`config.mk`:
```
export PLATFORM = sky130hd
export DESIGN_NAME = rvmini_core
export DESIGN_NICKNAME = d
export VERILOG_FILES = /design/src/rtl/rvmini_pkg.sv /design/src/rtl/rvmini_decode.sv /design/src/rtl/rvmini_regfile.sv /design/src/rtl/rvmini_ctrl.sv /design/src/rtl/rvmini_core.sv
export SDC_FILE = /design/constraint.sdc
export NUM_CORES = 2
export LEC_CHECK = 0
export BUFFER_PORTS_ARGS = -buffer_cell sky130_fd_sc_hd__buf_2
export CORE_MARGIN = 2
export CORE_UTILIZATION = 40
export DETAILED_ROUTE_END_ITERATION = 6
export GPL_TIMING_DRIVEN = 1
export PLACE_DENSITY_LB_ADDON = 0.25
export SLEW_MARGIN = 20
export SYNTH_ARGS = -nofsm -noshare
export SYNTH_HDL_FRONTEND = slang
export SYNTH_SLANG_ARGS = --single-unit
```
`constraint.sdc`:
```
create_clock -name clk -period 17.89 [get_ports clk]
set_input_delay 1.789 -clock clk [delete_from_list [all_inputs] [get_ports clk]]
set_output_delay 1.789 -clock clk [all_outputs]
set_load 0.01 [all_outputs]
```
`src/rtl/rvmini_pkg.sv`:
```
package rvmini_pkg;

  localparam int NREG = 32;
  localparam int RIDX_W = $clog2(NREG);

  localparam logic [6:0] OPC_OPIMM = 7'b0010011;
  localparam logic [6:0] OPC_LOAD  = 7'b0000011;
  localparam logic [2:0] F3_ADD    = 3'b000;
  localparam logic [2:0] F3_DWORD  = 3'b011;

  typedef enum logic [1:0] {
    OP_NONE,
    OP_ADDI,
    OP_LD
  } op_e;

  typedef enum logic [1:0] {
    ST_IDLE,
    ST_REQ,
    ST_WAIT
  } state_e;

endpackage

```
`src/rtl/rvmini_decode.sv`:
```
module rvmini_decode
  import rvmini_pkg::*;
#(
  parameter int XLEN = 64
) (
  input  logic [31:0]       insn,
  output op_e               op,
  output logic [RIDX_W-1:0] rd,
  output logic [RIDX_W-1:0] rs1,
  output logic [XLEN-1:0]   imm
);

  localparam int IMM_W = 12;

  logic [6:0] opcode;
  logic [2:0] funct3;

  assign opcode = insn[6:0];
  assign funct3 = insn[14:12];
  assign rd     = insn[11:7];
  assign rs1    = insn[19:15];
  assign imm    = {{(XLEN-IMM_W){insn[31]}}, insn[31:20]};

  always_comb begin
    op = OP_NONE;
    if (opcode == OPC_OPIMM && funct3 == F3_ADD) begin
      op = OP_ADDI;
    end else if (opcode == OPC_LOAD && funct3 == F3_DWORD) begin
      op = OP_LD;
    end
  end

endmodule

```
`src/rtl/rvmini_regfile.sv`:
```
module rvmini_regfile
  import rvmini_pkg::*;
#(
  parameter int XLEN = 64
) (
  input  logic              clk,
  input  logic              rst_n,
  input  logic [RIDX_W-1:0] rd_idx,
  output logic [XLEN-1:0]   rd_data,
  input  logic              wr_en,
  input  logic [RIDX_W-1:0] wr_idx,
  input  logic [XLEN-1:0]   wr_data
);

  logic [XLEN-1:0] rd_vec [NREG];

  for (genvar g = 0; g < NREG; g++) begin : g_ent
    if (g == 0) begin : g_zero
      assign rd_vec[g] = '0;
    end else begin : g_reg
      logic [XLEN-1:0] q;
      always_ff @(posedge clk) begin
        if (!rst_n) begin
          q <= '0;
        end else if (wr_en && wr_idx == RIDX_W'(g)) begin
          q <= wr_data;
        end
      end
      assign rd_vec[g] = q;
    end
  end

  assign rd_data = rd_vec[rd_idx];

endmodule

```
`src/rtl/rvmini_ctrl.sv`:
```
module rvmini_ctrl
  import rvmini_pkg::*;
#(
  parameter int              XLEN      = 64,
  parameter logic [XLEN-1:0] RESET_VEC = '0
) (
  input  logic              clk,
  input  logic              rst_n,
  input  logic              insn_valid,
  output logic              insn_ready,
  input  op_e               op,
  input  logic [RIDX_W-1:0] dec_rd,
  input  logic [XLEN-1:0]   dec_imm,
  input  logic [XLEN-1:0]   rs1_val,
  output logic              rf_wr_en,
  output logic [RIDX_W-1:0] rf_wr_idx,
  output logic [XLEN-1:0]   rf_wr_data,
  output logic              mem_req_valid,
  input  logic              mem_req_ready,
  output logic [XLEN-1:0]   mem_req_addr,
  input  logic              mem_rsp_valid,
  output logic              mem_rsp_ready,
  input  logic [XLEN-1:0]   mem_rsp_data,
  output logic [XLEN-1:0]   pc,
  output logic              retire,
  output logic              illegal
);

  localparam logic [XLEN-1:0] PC_STEP = XLEN'(4);

  state_e            state_q;
  logic [XLEN-1:0]   pc_q;
  logic [XLEN-1:0]   addr_q;
  logic [RIDX_W-1:0] ld_rd_q;
  logic              retire_q;
  logic              illegal_q;

  logic            accept;
  logic            rsp_fire;
  logic            addi_done;
  logic [XLEN-1:0] sum;

  // one adder serves both the add result and the load address
  assign sum        = rs1_val + dec_imm;
  assign insn_ready = (state_q == ST_IDLE);
  assign accept     = insn_valid && insn_ready;
  assign addi_done  = accept && (op == OP_ADDI);

  assign mem_req_valid = (state_q == ST_REQ);
  assign mem_req_addr  = addr_q;
  assign mem_rsp_ready = (state_q == ST_WAIT);
  assign rsp_fire      = mem_rsp_valid && mem_rsp_ready;

  assign rf_wr_en   = addi_done || rsp_fire;
  assign rf_wr_idx  = rsp_fire ? ld_rd_q : dec_rd;
  assign rf_wr_data = rsp_fire ? mem_rsp_data : sum;

  always_ff @(posedge clk) begin
    if (!rst_n) begin
      state_q   <= ST_IDLE;
      pc_q      <= RESET_VEC;
      addr_q    <= '0;
      ld_rd_q   <= '0;
      retire_q  <= 1'b0;
      illegal_q <= 1'b0;
    end else begin
      retire_q  <= addi_done || rsp_fire;
      illegal_q <= accept && (op == OP_NONE);
      unique case (state_q)
        ST_IDLE: begin
          if (addi_done) begin
            pc_q <= pc_q + PC_STEP;
          end else if (accept && op == OP_LD) begin
            addr_q  <= sum;
            ld_rd_q <= dec_rd;
            state_q <= ST_REQ;
          end
        end
        ST_REQ: begin
          if (mem_req_ready) begin
            state_q <= ST_WAIT;
          end
        end
        ST_WAIT: begin
          if (mem_rsp_valid) begin
            pc_q    <= pc_q + PC_STEP;
            state_q <= ST_IDLE;
          end
        end
        default: state_q <= ST_IDLE;
      endcase
    end
  end

  assign pc      = pc_q;
  assign retire  = retire_q;
  assign illegal = illegal_q;

endmodule

```
`src/rtl/rvmini_core.sv`:
```
module rvmini_core
  import rvmini_pkg::*;
#(
  parameter int              XLEN      = 64,
  parameter logic [XLEN-1:0] RESET_VEC = XLEN'(64'h0000_0000_8000_0000)
) (
  input  logic            clk,
  input  logic            rst_n,
  input  logic            insn_valid,
  output logic            insn_ready,
  input  logic [31:0]     insn_data,
  output logic            mem_req_valid,
  input  logic            mem_req_ready,
  output logic [XLEN-1:0] mem_req_addr,
  input  logic            mem_rsp_valid,
  output logic            mem_rsp_ready,
  input  logic [XLEN-1:0] mem_rsp_data,
  output logic [XLEN-1:0] pc_o,
  output logic            retire_o,
  output logic            illegal_o
);

  op_e               dec_op;
  logic [RIDX_W-1:0] dec_rd;
  logic [RIDX_W-1:0] dec_rs1;
  logic [XLEN-1:0]   dec_imm;
  logic [XLEN-1:0]   rs1_val;
  logic              rf_wr_en;
  logic [RIDX_W-1:0] rf_wr_idx;
  logic [XLEN-1:0]   rf_wr_data;

  rvmini_decode #(.XLEN(XLEN)) u_dec (
    .insn (insn_data),
    .op   (dec_op),
    .rd   (dec_rd),
    .rs1  (dec_rs1),
    .imm  (dec_imm)
  );

  rvmini_regfile #(.XLEN(XLEN)) u_rf (
    .clk     (clk),
    .rst_n   (rst_n),
    .rd_idx  (dec_rs1),
    .rd_data (rs1_val),
    .wr_en   (rf_wr_en),
    .wr_idx  (rf_wr_idx),
    .wr_data (rf_wr_data)
  );

  rvmini_ctrl #(.XLEN(XLEN), .RESET_VEC(RESET_VEC)) u_ctrl (
    .clk           (clk),
    .rst_n         (rst_n),
    .insn_valid    (insn_valid),
    .insn_ready    (insn_ready),
    .op            (dec_op),
    .dec_rd        (dec_rd),
    .dec_imm       (dec_imm),
    .rs1_val       (rs1_val),
    .rf_wr_en      (rf_wr_en),
    .rf_wr_idx     (rf_wr_idx),
    .rf_wr_data    (rf_wr_data),
    .mem_req_valid (mem_req_valid),
    .mem_req_ready (mem_req_ready),
    .mem_req_addr  (mem_req_addr),
    .mem_rsp_valid (mem_rsp_valid),
    .mem_rsp_ready (mem_rsp_ready),
    .mem_rsp_data  (mem_rsp_data),
    .pc            (pc_o),
    .retire        (retire_o),
    .illegal       (illegal_o)
  );

endmodule

```
==> run metrics <==
critical path arrival=around 10 ns; post-synth cell types=90; Critical Path Max Stage Delay=0.95 ns; hold buffer count at CTS=0; H-tree depth=4; Tot GR Track Use=0.262; Initial DRC Count=just over 9000; GRT overflow=0; share of layout cells above drive strength 1=0.171; cell family with most CP delay=buffers and inverters; cells after synthesis=9594; hold slack=~0.45 ns; setup violators final=0; clk buf depth=3; CTS tree=built; Inst Count DP=around 12000; final cycle utilization of the critical path=0.514; design area=103000 µm²; R2R Setup Slk=~12 ns; Yosys warning total=0; drt drc=4; routed len/inst=between 20 and 30 µm; synthesized area per cell=9.67 µm²; Worst Path Max Fanout=95; most common cell after layout, fill and taps aside=dfxtp_1; GP Congestion=0.958; # IOs=around 230; Peak Freq=between 100 and 150 MHz; Routed WL=roughly 320000 µm; total power=slightly below 10 mW; Top FF cell, synth=dfxtp_1; most frequent cells in the layout=dfxtp_1 (2119), o21ai_0 (987), nor2_1 (959); crit-path cells=buf_8 > buf_12 > buf_4 > buf_4 > mux4_2 > mux4_2 > mux2_2 > ha_1 > nand2_1 > o21ai_0 > a21oi_1 > o21ai_0 > a221o_1 > o211ai_1 > a21boi_1 > mux2i_4 > o211a_1; LEAKAGE=about 35 nW; Setup crit start kind=primary input; register area share after synthesis=0.457; Crit path depth=17; die height=around 500 µm; clock latency on the worst-skew pair=0.86 ns; skew final=between 0.04 and 0.05 ns; dpl hpwl=approximately 180000 µm; I/O Buffers=about 230; Pins Over Slew Limit=0; Area growth syn-to-layout=10.7%; Root Driver=clkbuf_16; vias=about 76000; maximum VDD drop=just over 0.08 mV; CP Buf/Inv Count=4; Post-DRT Antenna Nets=0; CTS sink count=2119; Mapped Area=92800 µm²; Die W=~490 µm; reg2reg path depth=13; setup repair bufs after CTS=0; FP Rows=about 180; violated checks=design-rule violations; register bit count reported by yosys=approximately 2100; nets@finish=a little over 9000; CP Capture Type=flip-flop; Hold Path Depth=2; RSZ-0062 raised after global routing=no; sum of negative setup slack=0 ns; final cell count without fillers=between 10000 and 15000; # resized after CTS=0; measured slew at the worst slew-check pin=~1.3 ns; vias in the first global route=between 70000 and 80000; min-delay worst type=reg -> reg; drt pass-1 iters=7; CP max stage cell=mux2i_4; Core Box Area=230000 µm²; maxcap violations=0; top cells by area, synth=dfxtp_1 (46%), mux4_2 (14%), a211oi_1 (6.7%); Via density=around 6.2; Initial Utilization=0.403; Num CTS Buffers=212; final hold vios=0; post-synth top area share=0.457; Cell Area, Placed=around 95000 µm²; largest net degree at the start of global routing=between 200 and 300; Rel. slew slack=0.143; post-synth top area cell=dfxtp_1; critical path class=in -> reg; initial antenna violation count=14; status=complete, but fails checks; EDFF count, synth=0; Post-synth ARST share=0; Die ar.=236000 µm²; pwr/cell area=95.5 nW/µm²; Req. time, crit path=between 15 and 20 ns; clock slew at reported path FFs=around 0.060 ns; global-route wire length before repair=~470000 µm; final period demand of the worst path=around 9 ns
-- power breakdown --
group / internal (mW) / total [mW] / switching (mW)
clock network: 2.68 / 4.67 / 1.99
registers: 4.72 / 4.72 / 0.000140
logic: 0.111 / 0.429 / 0.318
total: 7.51 / 9.82 / 2.31
-- stage by stage --
stage          utilization  setup slack, ns
4_1_cts              0.446             8.79
3_5_place_dp         0.414             7.93
3_3_place_gp         0.414             8.03
2_1_floorplan            -            10.63
5_1_grt              0.446             8.28
6_report             0.446             8.69
-- tightest hold or removal path, cell delays in order (launching register included) --
cell and delay [ns]:
dfxtp_1 0.31, nand2_1 0.05, a21oi_1 0.05
-- registers in the layout, indices dropped and copies added (netlist names) --
signal               cells
u_ctrl.state_q           2
u_ctrl.mem_req_addr     64
u_ctrl.retire            1
u_ctrl.illegal           1
u_ctrl.ld_rd_q           5
u_ctrl.pc               62
u_rf.g_ent.g_reg.q    1984
-- cell usage after synthesis, types with 6 or more instances --
library cell,number
a211oi_1,831
a211oi_2,10
a21boi_0,6
a21o_1,38
a21oi_1,841
a21oi_2,8
a22o_1,65
a31o_2,8
a31oi_1,319
a41o_1,26
and2_1,25
and3_1,15
and4_1,13
buf_1,98
buf_2,139
buf_4,7
clkbuf_1,846
dfxtp_1,2119
ha_1,64
inv_1,37
mux2_2,127
mux2i_1,35
mux4_2,576
nand2_1,660
nand2b_1,10
nand3_1,192
nand4_1,37
nor2_1,990
nor3_1,32
o211a_1,63
o211ai_1,41
o21a_1,20
o21ai_0,988
o21ai_1,11
o21bai_1,14
o31ai_1,64
or2_2,6
or3_1,33
xnor2_1,48
xor2_1,39
-- path summary, 6_finish.rpt --
| check | startpoint | endpoint |
|---|---|---|
| max | insn_data[15] | u_rf.g_ent[16].g_reg.q[53] |
| min | u_ctrl.mem_req_addr[14] | u_ctrl.mem_req_addr[14] |
| max reg2reg | u_rf.g_ent[31].g_reg.q[11] | u_rf.g_ent[16].g_reg.q[53] |
| min reg2reg | u_ctrl.mem_req_addr[14] | u_ctrl.mem_req_addr[14] |
-- metal layers --
metal  part of all wire  wire, µm  GRT usage
met1               0.44    140000      0.374
met2               0.44    141000      0.398
met3              0.087     28100     0.0449
met4              0.037     12000     0.0954
met5            0.00017        54          0
-- logic make-up (layout without fill, tap and decap cells) --
kind of cell,count (synthesis),in the layout,share of synthesized area
muxes,739,739,0.159
xor gates and xnor gates,87,87,0.00821
DFF,2119,2119,0.457
and+or+nand+nor,2043,2043,0.0912
other,1,11,0.0000404
buffers and inverters,1135,823,0.0486
adders and majority gates,65,65,0.00884
AOI/OAI and AO/OA,3405,3405,0.227
-- layout make-up --
class	count	area, µm²
well taps	3026	3790
clock inverters	74	1090
repair buffers	398	2670
inverters	38	150
diodes	9	22.5
clock buffers	313	6230
flip-flops and latches	2119	42400
multi-input cells	6341	46400
fillers	21600	128000
(Power assumes the default switching activity.)
